==> config.mk <==
export PLATFORM = sky130hd
export DESIGN_NAME = hit_sparsifier
export DESIGN_NICKNAME = d
export VERILOG_FILES = /design/src/rtl/sparsify_pkg.sv /design/src/rtl/sp_stamp.sv /design/src/rtl/sp_compact.sv /design/src/rtl/sp_format.sv /design/src/rtl/hit_sparsifier.sv
export SDC_FILE = /design/constraint.sdc
export NUM_CORES = 1
export LEC_CHECK = 0
export ABC_AREA = 1
export BUFFER_PORTS_ARGS = -buffer_cell sky130_fd_sc_hd__buf_2
export CAP_MARGIN = 10
export CORE_MARGIN = 1.5
export CORE_UTILIZATION = 55
export CTS_CLUSTER_SIZE = 24
export DETAILED_ROUTE_END_ITERATION = 16
export PLACE_DENSITY = 0.95
export SLEW_MARGIN = 20
export SYNTH_ARGS = -nofsm -noshare
export SYNTH_HDL_FRONTEND = slang
export SYNTH_SLANG_ARGS = --single-unit
==> constraint.sdc <==
create_clock -name clk -period 10.15 [get_ports clk]
set_clock_uncertainty 0.2 [all_clocks]
set_input_delay 1.015 -clock clk [delete_from_list [all_inputs] [get_ports clk]]
set_output_delay 1.015 -clock clk [all_outputs]
set_load 0.01 [all_outputs]
==> src/rtl/sparsify_pkg.sv <==
package sparsify_pkg;

    // Geometry of one scanned column and of the word fields
    localparam int ROWS   = 8;
    localparam int ROW_W  = $clog2(ROWS);
    localparam int PCOL_W = 2;
    localparam int MC_W   = 3;
    localparam int TS_W   = 8;
    localparam int CNT_W  = $clog2(ROWS + 1);

    // Field order matters: the downstream FIFO decodes it (MSB first)
    typedef struct packed {
        logic              valid;
        logic [ROW_W-1:0]  row;
        logic [PCOL_W-1:0] pcol;
        logic [MC_W-1:0]   mc;
        logic [TS_W-1:0]   ts;
    } hit_word_t;

    localparam int WORD_W = $bits(hit_word_t);
    localparam int BUS_W  = ROWS * WORD_W;

    // Per-column context carried alongside the hit vector
    typedef struct packed {
        logic [PCOL_W-1:0] pcol;
        logic [MC_W-1:0]   mc;
        logic [TS_W-1:0]   ts;
    } col_ctx_t;

    function automatic hit_word_t make_word(input logic [ROW_W-1:0] row,
                                            input col_ctx_t ctx);
        hit_word_t w;
        w.valid = 1'b1;
        w.row   = row;
        w.pcol  = ctx.pcol;
        w.mc    = ctx.mc;
        w.ts    = ctx.ts;
        return w;
    endfunction

endpackage

==> src/rtl/sp_stamp.sv <==
module sp_stamp
    import sparsify_pkg::*;
(
    input  logic            clk,
    input  logic            rst,
    input  logic            strobe,
    output logic [TS_W-1:0] ts_live,
    output logic [TS_W-1:0] ts_frozen
);
    logic strobe_q;
    logic window_edge;

    assign window_edge = strobe & ~strobe_q;

    always_ff @(posedge clk) begin
        if (rst) begin
            strobe_q  <= 1'b0;
            ts_live   <= '0;
            ts_frozen <= '0;
        end else begin
            strobe_q <= strobe;
            if (window_edge) begin
                ts_frozen <= ts_live;            // close the running window
                ts_live   <= ts_live + 1'b1;     // natural modulo 2^TS_W wrap
            end
        end
    end
endmodule

==> src/rtl/sp_compact.sv <==
module sp_compact
    import sparsify_pkg::*;
(
    input  logic [ROWS-1:0]  hits,
    output logic [ROWS-1:0]  slot_used,
    output logic [ROW_W-1:0] slot_row [ROWS],
    output logic [CNT_W-1:0] total
);
    // rank[i] = number of hits strictly below row i
    logic [CNT_W-1:0] rank [ROWS];

    always_comb begin
        logic [CNT_W-1:0] acc;
        acc = '0;
        for (int i = 0; i < ROWS; i++) begin
            rank[i] = acc;
            acc     = acc + CNT_W'(hits[i]);
        end
        total = acc;
    end

    // Each slot selects the single row whose rank equals the slot index
    for (genvar k = 0; k < ROWS; k++) begin : g_slot
        always_comb begin
            slot_used[k] = 1'b0;
            slot_row[k]  = '0;
            for (int i = 0; i < ROWS; i++) begin
                if (hits[i] && (rank[i] == CNT_W'(k))) begin
                    slot_used[k] = 1'b1;
                    slot_row[k]  = slot_row[k] | ROW_W'(i);
                end
            end
        end
    end
endmodule

==> src/rtl/sp_format.sv <==
module sp_format
    import sparsify_pkg::*;
(
    input  logic [ROWS-1:0]  slot_used,
    input  logic [ROW_W-1:0] slot_row [ROWS],
    input  col_ctx_t         ctx,
    output logic [BUS_W-1:0] bus
);
    for (genvar k = 0; k < ROWS; k++) begin : g_word
        hit_word_t w;
        always_comb begin
            if (slot_used[k]) w = make_word(slot_row[k], ctx);
            else              w = '0;
        end
        assign bus[k*WORD_W +: WORD_W] = w;
    end
endmodule

==> src/rtl/hit_sparsifier.sv <==
module hit_sparsifier
    import sparsify_pkg::*;
(
    input  logic              clk,
    input  logic              rst,
    input  logic              bx_strobe,
    input  logic              col_valid,
    input  logic [ROWS-1:0]   col_hits,
    input  logic [MC_W-1:0]   mc_addr,
    input  logic [PCOL_W-1:0] pix_col,
    output logic [BUS_W-1:0]  word_bus,
    output logic [CNT_W-1:0]  hit_cnt,
    output logic [TS_W-1:0]   ts_count
);
    logic [TS_W-1:0]  ts_frozen;
    logic [ROWS-1:0]  gated_hits;
    logic [ROWS-1:0]  slot_used;
    logic [ROW_W-1:0] slot_row [ROWS];
    logic [CNT_W-1:0] total;
    logic [BUS_W-1:0] bus_next;
    col_ctx_t         ctx;

    sp_stamp u_stamp (
        .clk       (clk),
        .rst       (rst),
        .strobe    (bx_strobe),
        .ts_live   (ts_count),
        .ts_frozen (ts_frozen)
    );

    assign gated_hits = col_valid ? col_hits : '0;

    sp_compact u_compact (
        .hits      (gated_hits),
        .slot_used (slot_used),
        .slot_row  (slot_row),
        .total     (total)
    );

    always_comb begin
        ctx.pcol = pix_col;
        ctx.mc   = mc_addr;
        ctx.ts   = ts_frozen;
    end

    sp_format u_format (
        .slot_used (slot_used),
        .slot_row  (slot_row),
        .ctx       (ctx),
        .bus       (bus_next)
    );

    always_ff @(posedge clk) begin
        if (rst) begin
            word_bus <= '0;
            hit_cnt  <= '0;
        end else begin
            word_bus <= bus_next;
            hit_cnt  <= total;
        end
    end
endmodule

* Yosys cells after proc, flatten, opt, wreduce, memory -nomap -nowiden
Cells that the tools add are included.
** Storage, ports and cells
- Bits of input ports :: 17
- Output and inout bits :: 148
- Logic and storage cells :: 248
- Bits in registers :: 157
** Operators by class
- Reductions and logical operators :: 65
- $add $sub $neg :: 8
- Eq/ne operators :: 42
- Muxes and demuxes :: 110
- Bitwise operators :: 10
** Operators with widths (number)
- $mux 17 :: 8
- $eq 4x3->1 const B :: 24
- $mux 3 :: 32
- $mux 1 :: 53
- $logic_and 1x1->1 :: 50
- $eq 4x2->1 const B :: 12
- $mux 2 :: 16
- $logic_not 4->1 :: 7
- $add 4x1->4 :: 6
- $eq 4x1->1 const B :: 6
- $reduce_or 2->1 :: 8
- $not 1->1 :: 9
- $add 8x1->8 const B :: 1
- $mux 8 :: 1
- $add 1x1->2 :: 1
- $and 1x1->1 :: 1

* Longest topological paths before layout
Gate-level depths: netlist of the first run.
- Depth after elaboration :: 12
- Mapped depth :: 21
- Mapped depth without buffers :: 19

* Modules after synthesis
From an unflattened synthesis of the first run, not the netlist that was laid out.
** Unflattened totals
- Cells, all modules :: 1104
- Area, all modules :: 7563.5 µm²
** Modules (own cells, without submodules)
- hit_sparsifier :: cells each 453, area each 4091.4 µm², times used 1
- sp_compact :: cells each 268, area each 1432.6 µm², times used 1
- sp_format :: cells each 293, area each 1358.8 µm², times used 1
- sp_stamp :: cells each 90, area each 680.7 µm², times used 1

* Worst setup path after synthesis of the first run
No wires, ideal clock.
- Kind :: input port to flip-flop
- From :: input col_valid
- To :: register word_bus[109]
- Buffers on the path :: 2
- Data required time :: 9.884 ns
- Cell stages on the path :: 19
- Arrival time :: 4.496 ns
- Path slack :: 5.388 ns
- Path through :: clkbuf_1 nand2_1 inv_1 fa_1 ha_1 ha_1 ha_1 inv_1 nand3_1 nand2_1 inv_1 ha_1 inv_1 nor3_1 nand3_2 nand2_2 nand2_4 buf_6 nor2_1
** On the way
- Longest elaborated chain between the ends :: 12
- Elaborated cells between the ends (all ways) :: 27
- Classes of those cells :: add/sub: 6; eq/ne: 6; mux: 7; bitwise: 1; reduce/logical: 7
** RTL lines
- start, declared :: RTL line hit_sparsifier.sv:7 : input logic col_valid,
- $mux 8 (*) :: RTL line hit_sparsifier.sv:31 : assign gated_hits = col_valid ? col_hits : '0;
- $add 1x1->2 :: RTL line sp_compact.sv:17 : acc = acc + CNT_W'(hits[i]);
- $add 4x1->4 or $eq 4x3->1 (tied branches) :: RTL line sp_compact.sv:17, sp_compact.sv:28
- $add 4x1->4 (tied with other cells) (4 in series) :: RTL line sp_compact.sv:17
- $eq 4x3->1 (tied with other cells) :: RTL line sp_compact.sv:28 : if (hits[i] && (rank[i] == CNT_W'(k))) begin
- $logic_and 1x1->1 or $mux 1 (tied branches) :: RTL line sp_compact.sv:28
- $mux 1 (*) :: RTL line sp_compact.sv:28
- $not 1->1 (no line) (*)
- $reduce_or 2->1 (no line) (*)
- end signal, assigned :: RTL line hit_sparsifier.sv:58 : word_bus <= bus_next;
- end, declared :: RTL line hit_sparsifier.sv:11 : output logic [BUS_W-1:0] word_bus,
Every way passes the cells marked *; elsewhere a longest branch is shown, timed or not.
A chain may end at the register's enable or synchronous reset.

* Final worst setup path of the first run
- From :: input col_valid
- To :: register word_bus[77]
Same word-level chain as after synthesis.

==> results.py, run 1 <==
metrics = {
    "run_status": {
        "status": "completed",
    },
    "synth": {
        "synth_compound_area_frac": 0.03498,
        "synthMuxAreaShare": 0,
        "synthDistinctLibCells": 30,
        "synth-adder-area-share": 0.03824,
        "synth-seq-cells": 157,
        "synth_top_family_by_area": "simple AND/OR/NAND/NOR gates",
        "syn_area_um2": 5759,
        "synth_seq_area_share": 0.5457,
        "yosysWarnings": 0,
        "synth_nets": 731,
        "syn_inst": 697,
        "avgSynthCellArea_um2": 8.263,
        "synth_simple_gate_area_frac": 0.2837,
        "synthXorXnorAreaFrac": 0,
    },
    "cts": {
        "cts_inserted_buffers": 17,
        "root_buffer": "clkbuf_8",
        "cts_setup_buffers": 0,
        "clockBufferDepth": 2,
        "clkTransAtPathRegs_ps": 70,
        "cts_tree": "done",
        "ctsHtreeMaxLevel": 4,
        "cts.sinks": 157,
        "holdBufCountCts": 0,
        "cts-resized-gates": 0,
        "clkLatencyLatePin_ps": 510,
    },
    "sta": {
        "min_period_ps": 4639,
        "hold_viol_final": 0,
        "report.final.slew_viol_count": 0,
        "tightest_slew_ps": 808.2,
        "timing.final.crit_share": 0.4571,
        "clock.fmax_mhz": 215.6,
        "whs_ps": 276.3,
        "rsz0062_at_grt": "no",
        "finalSetupViolations": 0,
        "slew_headroom": 0.4579,
        "setup_ws_ps": 5511,
        "finalSetupTns_ps": 0,
    },
    "placement": {
        "dp_hpwl_um": 10440,
        "port_buffers": 164,
        "dpl_worst_slack_ps": 5048,
        "dpl-instance-area_um2": 6626,
        "globalplace.congestion": 0.9586,
        "placedCellCount": 982,
    },
    "die": {
        "die_height_um": 105.3,
        "core_area_um2": 10230,
        "die_w_um": 105.3,
        "pin_count": 165,
        "die_area_um2": 11090,
        "num_rows": 37,
        "floorplan.initialDensity": 0.5629,
    },
    "pwr": {
        "irDropWorstVdd_uv": 132.1,
        "power_per_cell_area_nw_per_um2": 203.7,
        "p_int_mw": 1.079,
        "seq_power_share": 0.438,
        "p_switching_mw": 0.3962,
        "switching_share": 0.2686,
        "p_clk_frac": 0.448,
        "p_comb_frac": 0.114,
        "power_leakage_nw": 3.889,
    },
    "worst_setup_path": {
        "crit_arrival_ps": 4870,
        "path_class": "in2reg",
        "cp_top_family": "adder cells",
        "cpMostUsedCell": "ha_1",
        "slowest_stage": "fa_1",
        "worstPathCellList": "buf_2, nand2_1, inv_1, fa_1, ha_1, ha_1, ha_1, inv_1, nand3_1, nand2_1, inv_1, ha_1, nor3_1, nand3_2, nand2_1, nand2_2, nor2_1",
        "slowest_delay_ps": 690,
        "critPathBufInv": 4,
        "startpoint_type": "input pin",
        "required_ps": 10380,
        "cp_max_fo": 16,
        "end_kind": "register",
    },
    "route": {
        "drtIter0Drc": 315,
        "vias": 4883,
        "via_per_inst": 4.816,
        "routed_wl_um": 14490,
        "drc": 0,
        "avgRoutedWirePerCell_um": 14.29,
        "postRouteAntennaNets": 0,
        "dr.pass1.iters": 5,
    },
    "layout": {
        "layout_commonest_cell": "nor2_1",
        "layout_common_cells": "nor2_1, buf_2, dfxtp_1, inv_1, nand2_1",
        "stdcell_area_um2": 7243,
        "final_cells": 1014,
        "drive_gt1_frac": 0.2904,
        "fillers": 803,
        "n_antenna_cell": 0,
        "area_growth_pct": 25.77,
        "nNetsFinal": 899,
    },
    "grt": {
        "grt_max_degree": 21,
        "grt.total_usage": 0.2629,
        "antenna_found_initial": 0,
        "first_global_vias": 4588,
        "grt_pass1_wl_um": 22650,
        "grt.overflow.total": 0,
    },
    "worst_hold_path": {
        "hold_path.class": "reg2reg",
    },
    "flow_run": {
        "maxCapViolations": 0,
    },
}
cell usage after synthesis (all sizes together):
| master | n | share of area |
|---|---|---|
| a211oi | 1 | 0.0013 |
| a21oi | 22 | 0.019 |
| a31oi | 1 | 0.0011 |
| buf | 9 | 0.018 |
| clkbuf | 6 | 0.0039 |
| clkinv | 4 | 0.0026 |
| dfxtp | 157 | 0.55 |
| fa | 1 | 0.0035 |
| ha | 16 | 0.035 |
| inv | 111 | 0.073 |
| nand2 | 126 | 0.11 |
| nand3 | 30 | 0.035 |
| nand3b | 1 | 0.0013 |
| nand4 | 1 | 0.0022 |
| nor2 | 179 | 0.12 |
| nor3 | 13 | 0.011 |
| nor3b | 2 | 0.0026 |
| nor4 | 1 | 0.0011 |
| o21a | 1 | 0.0013 |
| o21ai | 14 | 0.012 |
| or2 | 1 | 0.0011 |
per-layer routing:
| layer | routed length, um | vias to the layer above | GRT usage |
|---|---|---|---|
| li1 | - | 2424 | - |
| met1 | 6137 | 2201 | 0.3196 |
| met2 | 7024 | 212 | 0.4561 |
| met3 | 844 | 46 | 0.04576 |
| met4 | 481 | 0 | 0.1155 |
| met5 | 0 | - | 0 |
through the flow:
| stage | util | total power [mW] |
|---|---|---|
| after floorplan | - | 0.7781 |
| after global placement | 0.6477 | 0.8217 |
| after detailed placement | 0.6477 | 0.8254 |
| after CTS | 0.7080 | 1.477 |
| after global routing | 0.7080 | 1.522 |
| final | 0.7080 | 1.475 |
path summary, 6_finish.rpt:
kind,cells after the start,to,slack (ps),from
worst max register to register,7,u_stamp.ts_live[6],7910,u_stamp.strobe_q
worst min-delay path,1,u_stamp.ts_live[7],280,u_stamp.ts_live[7]
worst min register to register,1,u_stamp.ts_live[7],280,u_stamp.ts_live[7]
worst max-delay path,17,word_bus[77],5510,col_valid
layout make-up:
class / count / area, um2 / area share
multi-input combinational: 410 / 2056 / 0.2838
timing repair buffer: 164 / 820.8 / 0.1133
clock inverter: 14 / 198.9 / 0.02747
clock buffer: 18 / 417.9 / 0.05770
inverter: 115 / 436.7 / 0.06029
tap: 136 / 170.2 / 0.02349
sequential: 157 / 3143 / 0.4339
flip-flops by register name (all words and copies together), names as in the netlist:
name               count
hit_cnt                4
u_stamp.strobe_q       1
u_stamp.ts_frozen      8
u_stamp.ts_live        8
word_bus             136
logic make-up after synthesis:
group                      Yosys count
and+or+nand+nor                    354
AOI/OAI and AO/OA                   39
DFF                                157
adders and majority gates           17
buffers and inverters              130
power by group through the flow:
stage	sequential [mW]	clock [mW]	combinational (mW)
after CTS	0.646	0.663	0.168
after detailed placement	0.660	0	0.166
after global routing	0.648	0.687	0.187
final	0.646	0.661	0.168
after floorplan	0.671	0	0.107
after global placement	0.659	0	0.162
Power figures use the tool's default switching activity.
==> run 2: changes to the inputs <==
--- a/config.mk
+++ b/config.mk
@@ -9,10 +9,10 @@
 export BUFFER_PORTS_ARGS = -buffer_cell sky130_fd_sc_hd__buf_2
 export CAP_MARGIN = 10
 export CORE_MARGIN = 1.5
-export CORE_UTILIZATION = 55
+export CORE_UTILIZATION = 46
 export CTS_CLUSTER_SIZE = 24
 export DETAILED_ROUTE_END_ITERATION = 16
-export PLACE_DENSITY = 0.95
+export PLACE_DENSITY = 0.86
 export SLEW_MARGIN = 20
 export SYNTH_ARGS = -nofsm -noshare
 export SYNTH_HDL_FRONTEND = slang
==> constraint.sdc (replaced) <==
create_clock -name clk -period 3.78 [get_ports clk]
set_clock_uncertainty 0.2 [all_clocks]
set_input_delay 0.378 -clock clk [delete_from_list [all_inputs] [get_ports clk]]
set_output_delay 0.378 -clock clk [all_outputs]
set_load 0.01 [all_outputs]
==> run 2 against run 1 <==
Utilization down 10 points. Sequential cell count unchanged. Clock-buffer cell count up 2. Cell count up 3.8%. Global-route usage down 4.0 points. Critical path depth down 2. Hold slack worse by 150 ps. Setup slack worse by 5200 ps. Register-to-register slack worse by 6300 ps. Design area up 1.3%. Critical path type unchanged.
==> results.py, run 2 (synthesized netlist as in run 1, its figures left out) <==
metrics = {
    "grt": {
        "grt.overflow.total": 0,
        "grt_max_degree": 21,
        "grt.total_usage": 0.2227,
        "first_global_vias": 4524,
        "grt_pass1_wl_um": 22380,
        "antenna_found_initial": 0,
    },
    "pwr": {
        "seq_power_share": 0.456,
        "power_leakage_nw": 3.894,
        "finalPower_mw": 3.809,
        "irDropWorstVdd_uv": 245.3,
        "p_comb_frac": 0.126,
        "p_int_mw": 2.770,
        "switching_share": 0.2727,
        "p_switching_mw": 1.039,
        "p_clk_frac": 0.418,
        "power_per_cell_area_nw_per_um2": 519.2,
    },
    "cts": {
        "clockBufferDepth": 2,
        "root_buffer": "clkbuf_16",
        "cts-resized-gates": 0,
        "clkLatencyLatePin_ps": 410,
        "cts_inserted_buffers": 17,
        "cts.sinks": 157,
        "clkTransAtPathRegs_ps": 60,
        "ctsHtreeMaxLevel": 4,
        "cts_tree": "done",
    },
    "worst_setup_path": {
        "path_class": "in2reg",
        "end_kind": "register",
        "required_ps": 3920,
        "cp_max_fo": 15,
        "startpoint_type": "input pin",
        "crit_arrival_ps": 3590,
    },
    "placement": {
        "globalplace.congestion": 0.9600,
        "dp_hpwl_um": 10600,
        "port_buffers": 164,
    },
    "sta": {
        "min_period_ps": 3447,
        "slew_headroom": 0.5219,
        "timing.final.crit_share": 0.9118,
        "finalSetupViolations": 0,
        "finalSetupTns_ps": 0,
        "tightest_slew_ps": 712.7,
        "rsz0062_at_grt": "no",
        "clock.fmax_mhz": 290.1,
        "report.final.slew_viol_count": 0,
        "hold_viol_final": 0,
    },
    "die": {
        "die_height_um": 114.9,
        "pin_count": 165,
        "die_area_um2": 13200,
        "num_rows": 40,
        "floorplan.initialDensity": 0.4755,
        "core_area_um2": 12110,
        "die_w_um": 114.9,
    },
    "layout": {
        "largest-register": "word_bus",
        "largest_reg_flops": 136,
        "nNetsFinal": 906,
        "n_antenna_cell": 0,
        "top_regs": "word_bus x136, u_stamp.ts_frozen x8, u_stamp.ts_live x8",
        "drive_gt1_frac": 0.3028,
        "layout_commonest_cell": "nor2_1",
        "area_growth_pct": 27.37,
        "layout_common_cells": "nor2_1, buf_2, dfxtp_1, inv_1, nand2_1",
    },
    "flow_run": {
        "maxCapViolations": 0,
    },
    "run_status": {
        "status": "completed",
    },
    "route": {
        "via_per_inst": 4.594,
        "vias": 4837,
        "dr.pass1.iters": 5,
        "drtIter0Drc": 359,
        "postRouteAntennaNets": 0,
        "drc": 0,
        "routed_wl_um": 14400,
        "avgRoutedWirePerCell_um": 13.67,
    },
    "worst_hold_path": {
        "hold_path.class": "in2reg",
    },
}
[run 2: power by group through the flow]
| stage | Clock [mW] | Sequential, mW | Combinational, mW |
|---|---|---|---|
| after floorplan | 0 | 1.80 | 0.308 |
| after global placement | 0 | 1.77 | 0.467 |
| after detailed placement | 0 | 1.77 | 0.476 |
| after CTS | 1.62 | 1.74 | 0.481 |
| after global routing | 1.70 | 1.74 | 0.540 |
| final | 1.59 | 1.74 | 0.479 |
[run 2: cell type report]
| class | instances | area (um2) |
|---|---|---|
| clock buffer | 20 | 456.7 |
| clock inverter | 12 | 103.9 |
| fill | 1058 | 4776 |
| inverter | 115 | 436.7 |
| multi-input combinational | 410 | 2110 |
| sequential | 157 | 3143 |
| tap | 168 | 210.2 |
| timing repair buffer | 171 | 875.8 |
[run 2: timing repair]
| item | CTS | global route |
|---|---|---|
| setup buffers | 0 | 0 |
| hold buffers | 1 | 0 |
| hold endpoints to repair | 1 | 0 |
[run 2: critical path, stage by stage]
cell and delay [ps]:
buf_2 110, nand2_1 70, inv_1 150, fa_2 490, ha_1 390, ha_4 240
ha_1 310, ha_1 230, ha_4 310, inv_1 80, nor3_2 230, nand3_2 140
nand2_1 90, nand2_2 180, nor2_1 170
[run 2: worst paths after layout]
path,endpoint,cells after the start,slack (ps),from
max,word_bus[127],15,330,col_valid
min reg2reg,u_stamp.ts_frozen[2],2,270,u_stamp.ts_frozen[2]
min,word_bus[110],3,130,mc_addr[0]
max reg2reg,u_stamp.ts_live[6],7,1600,u_stamp.strobe_q
[run 2: stage by stage]
step	hold WS [ps]	instances	setup slack (ps)	util	instance area [um2]
3_5_place_dp	258.9	1020	-89.65	0.5586	6765
3_3_place_gp	248.1	1020	14.39	0.5586	6765
4_1_cts	108.2	1053	340.7	0.6057	7336
5_1_grt	128.2	1053	94.12	0.6057	7336
6_report	126.1	1053	333.2	0.6057	7336
2_1_floorplan	241.1	697	36.30	-	5814
[run 2: metal layers]
| metal | vias to the layer above | track usage | wire [um] |
|---|---|---|---|
| met5 | - | 0 | 0 |
| met1 | 2184 | 0.2736 | 6241 |
| met4 | 0 | 0.08313 | 237 |
| met3 | 20 | 0.05746 | 1005 |
| li1 | 2439 | - | - |
| met2 | 194 | 0.3774 | 6912 |
==> run 3: changes to the inputs <==
--- a/config.mk
+++ b/config.mk
@@ -9,10 +9,10 @@
 export BUFFER_PORTS_ARGS = -buffer_cell sky130_fd_sc_hd__buf_2
 export CAP_MARGIN = 10
 export CORE_MARGIN = 1.5
-export CORE_UTILIZATION = 46
+export CORE_UTILIZATION = 45
 export CTS_CLUSTER_SIZE = 24
 export DETAILED_ROUTE_END_ITERATION = 16
-export PLACE_DENSITY = 0.86
+export PLACE_DENSITY = 0.84
 export SLEW_MARGIN = 20
 export SYNTH_ARGS = -nofsm -noshare
 export SYNTH_HDL_FRONTEND = slang
==> run 3 against run 2 <==
First-iteration DRC count down 3.3%. Clock-buffer cell count down 1. Maximum frequency up 0.44%. Via count down 0.68%. Critical endpoint is now word_bus[120]. Design area up 1.4%. Critical path type unchanged. Utilization down 1.4 points. Sequential share of layout area down 0.61 points.
==> results.py, run 3 (synthesized netlist as in run 1, its figures left out) <==
metrics = {
    "pwr": {
        "irDropWorstVdd_uv": 402.1,
        "power_per_cell_area_nw_per_um2": 532.7,
        "power_leakage_nw": 3.949,
    },
    "sta": {
        "slew_headroom": 0.4924,
        "hold_viol_final": 0,
        "report.final.slew_viol_count": 0,
        "timing.final.crit_share": 0.9079,
        "rsz0062_at_grt": "no",
        "setup_ws_ps": 348.3,
        "whs_ps": 121.2,
        "finalSetupViolations": 0,
        "tightest_slew_ps": 756.8,
        "min_period_ps": 3432,
        "clock.fmax_mhz": 291.4,
    },
    "cts": {
        "clockBufferDepth": 2,
        "cts-resized-gates": 0,
        "cts_tree": "done",
        "cts.sinks": 157,
        "clkLatencyLatePin_ps": 420,
        "root_buffer": "clkbuf_16",
        "ctsHtreeMaxLevel": 4,
        "cts_setup_buffers": 0,
        "clkTransAtPathRegs_ps": 60,
        "holdBufCountCts": 1,
        "cts_inserted_buffers": 17,
    },
    "worst_setup_path": {
        "path_class": "in2reg",
        "cpMostUsedCell": "ha_1",
        "slowest_delay_ps": 480,
        "worstPathCellList": "buf_2, nand2_1, inv_1, fa_2, ha_1, ha_4, ha_1, ha_1, ha_4, inv_1, nor3_2, nand3_2, nand2_1, nand2_2, nor2_1",
        "end_kind": "register",
        "required_ps": 3920,
        "crit_arrival_ps": 3570,
        "slowest_stage": "fa_2",
        "startpoint": "col_valid",
        "startpoint_type": "input pin",
        "reg2reg_slack_ps": 1600,
        "timing.rr.start": "u_stamp.strobe_q",
        "cp_max_fo": 15,
    },
    "layout": {
        "layout_commonest_cell": "nor2_1",
        "nNetsFinal": 911,
        "final_cells": 1062,
        "seqCellArea_um2": 3143,
        "n_antenna_cell": 0,
        "largest_reg_flops": 136,
        "multi_input_area_um2": 2110,
        "fillers": 1101,
        "largest-register": "word_bus",
        "layout_common_cells": "nor2_1, buf_2, dfxtp_1, inv_1, nand2_1",
        "top_regs": "word_bus x136, u_stamp.ts_frozen x8, u_stamp.ts_live x8",
        "area_growth_pct": 29.20,
        "drive_gt1_frac": 0.3056,
    },
    "die": {
        "die_height_um": 116.1,
        "pin_count": 165,
        "num_rows": 41,
        "die_w_um": 116.1,
        "core_area_um2": 12570,
        "die_area_um2": 13490,
        "floorplan.initialDensity": 0.4582,
    },
    "grt": {
        "grt_pass1_wl_um": 22610,
        "antenna_found_initial": 0,
        "first_global_vias": 4608,
        "grt.total_usage": 0.2222,
        "grt.overflow.total": 0,
        "grt_max_degree": 21,
    },
    "placement": {
        "dpl_worst_slack_ps": -52.33,
        "globalplace.congestion": 0.9175,
        "dp_hpwl_um": 10620,
        "placedCellCount": 1029,
        "port_buffers": 164,
    },
    "flow_run": {
        "maxCapViolations": 0,
    },
    "route": {
        "vias": 4804,
        "avgRoutedWirePerCell_um": 13.63,
        "dr.pass1.iters": 4,
        "drtIter0Drc": 347,
        "via_per_inst": 4.524,
        "postRouteAntennaNets": 0,
        "routed_wl_um": 14480,
        "drc": 0,
    },
    "run_status": {
        "status": "completed",
    },
    "worst_hold_path": {
        "hold_path.class": "in2reg",
        "min_from": "pix_col[1]",
    },
}
==> run 3: changes by cell type in the layout (fill, tap and decap cells not counted), sizes merged <==
cell / before / now
buf: 170 / 175
bufinv: 0 / 3
clkinvlp: 3 / 1
clkbuf: 20 / 19
==> run 3: worst max-delay path: cells and delay by family <==
family | cells | cell delay (ps)
buffers and inverters | 3 | 350
and+or+nand+nor | 6 | 970
adders and majority gates | 6 | 1890
==> run 3: final timing paths <==
| kind | to | cells after the start |
|---|---|---|
| setup reg to reg | u_stamp.ts_live[6] | 7 |
| setup / recovery | word_bus[120] | 15 |
| hold reg to reg | u_stamp.ts_frozen[2] | 2 |
| hold / removal | word_bus[114] | 3 |
==> run 3: final cells by class <==
cell class	instances	area share
Multi-Input combinational cell	410	0.2835
Sequential cell	157	0.4224
Clock inverter	13	0.02388
Inverter	115	0.05869
Tap cell	172	0.02892
Timing Repair Buffer	176	0.1244
Clock buffer	19	0.05818
==> run 3: per-layer routing <==
layer	global-route usage	vias to the layer above	routed length, um
met4	0.07967	0	290
met3	0.07421	21	1056
li1	-	2448	-
met1	0.2656	2173	6186
met2	0.3741	162	6945
met5	0	-	0
==> run 3: through the flow <==
step | instance area, um2 | total power [mW] | utilization | TNS [ps]
2_1_floorplan | 5814 | 2.110 | - | 0
3_3_place_gp | 6820 | 2.252 | 0.5427 | -1.378
3_5_place_dp | 6820 | 2.263 | 0.5427 | -1125
4_1_cts | 7441 | 3.989 | 0.5920 | 0
5_1_grt | 7441 | 4.133 | 0.5920 | 0
6_report | 7441 | 3.964 | 0.5920 | 0
==> run 3: report_power, final <==
part | switching, mW | internal (mW) | total, mW
Sequential | 0.0189 | 1.72 | 1.74
Combinational | 0.322 | 0.169 | 0.492
Clock | 0.679 | 1.06 | 1.73
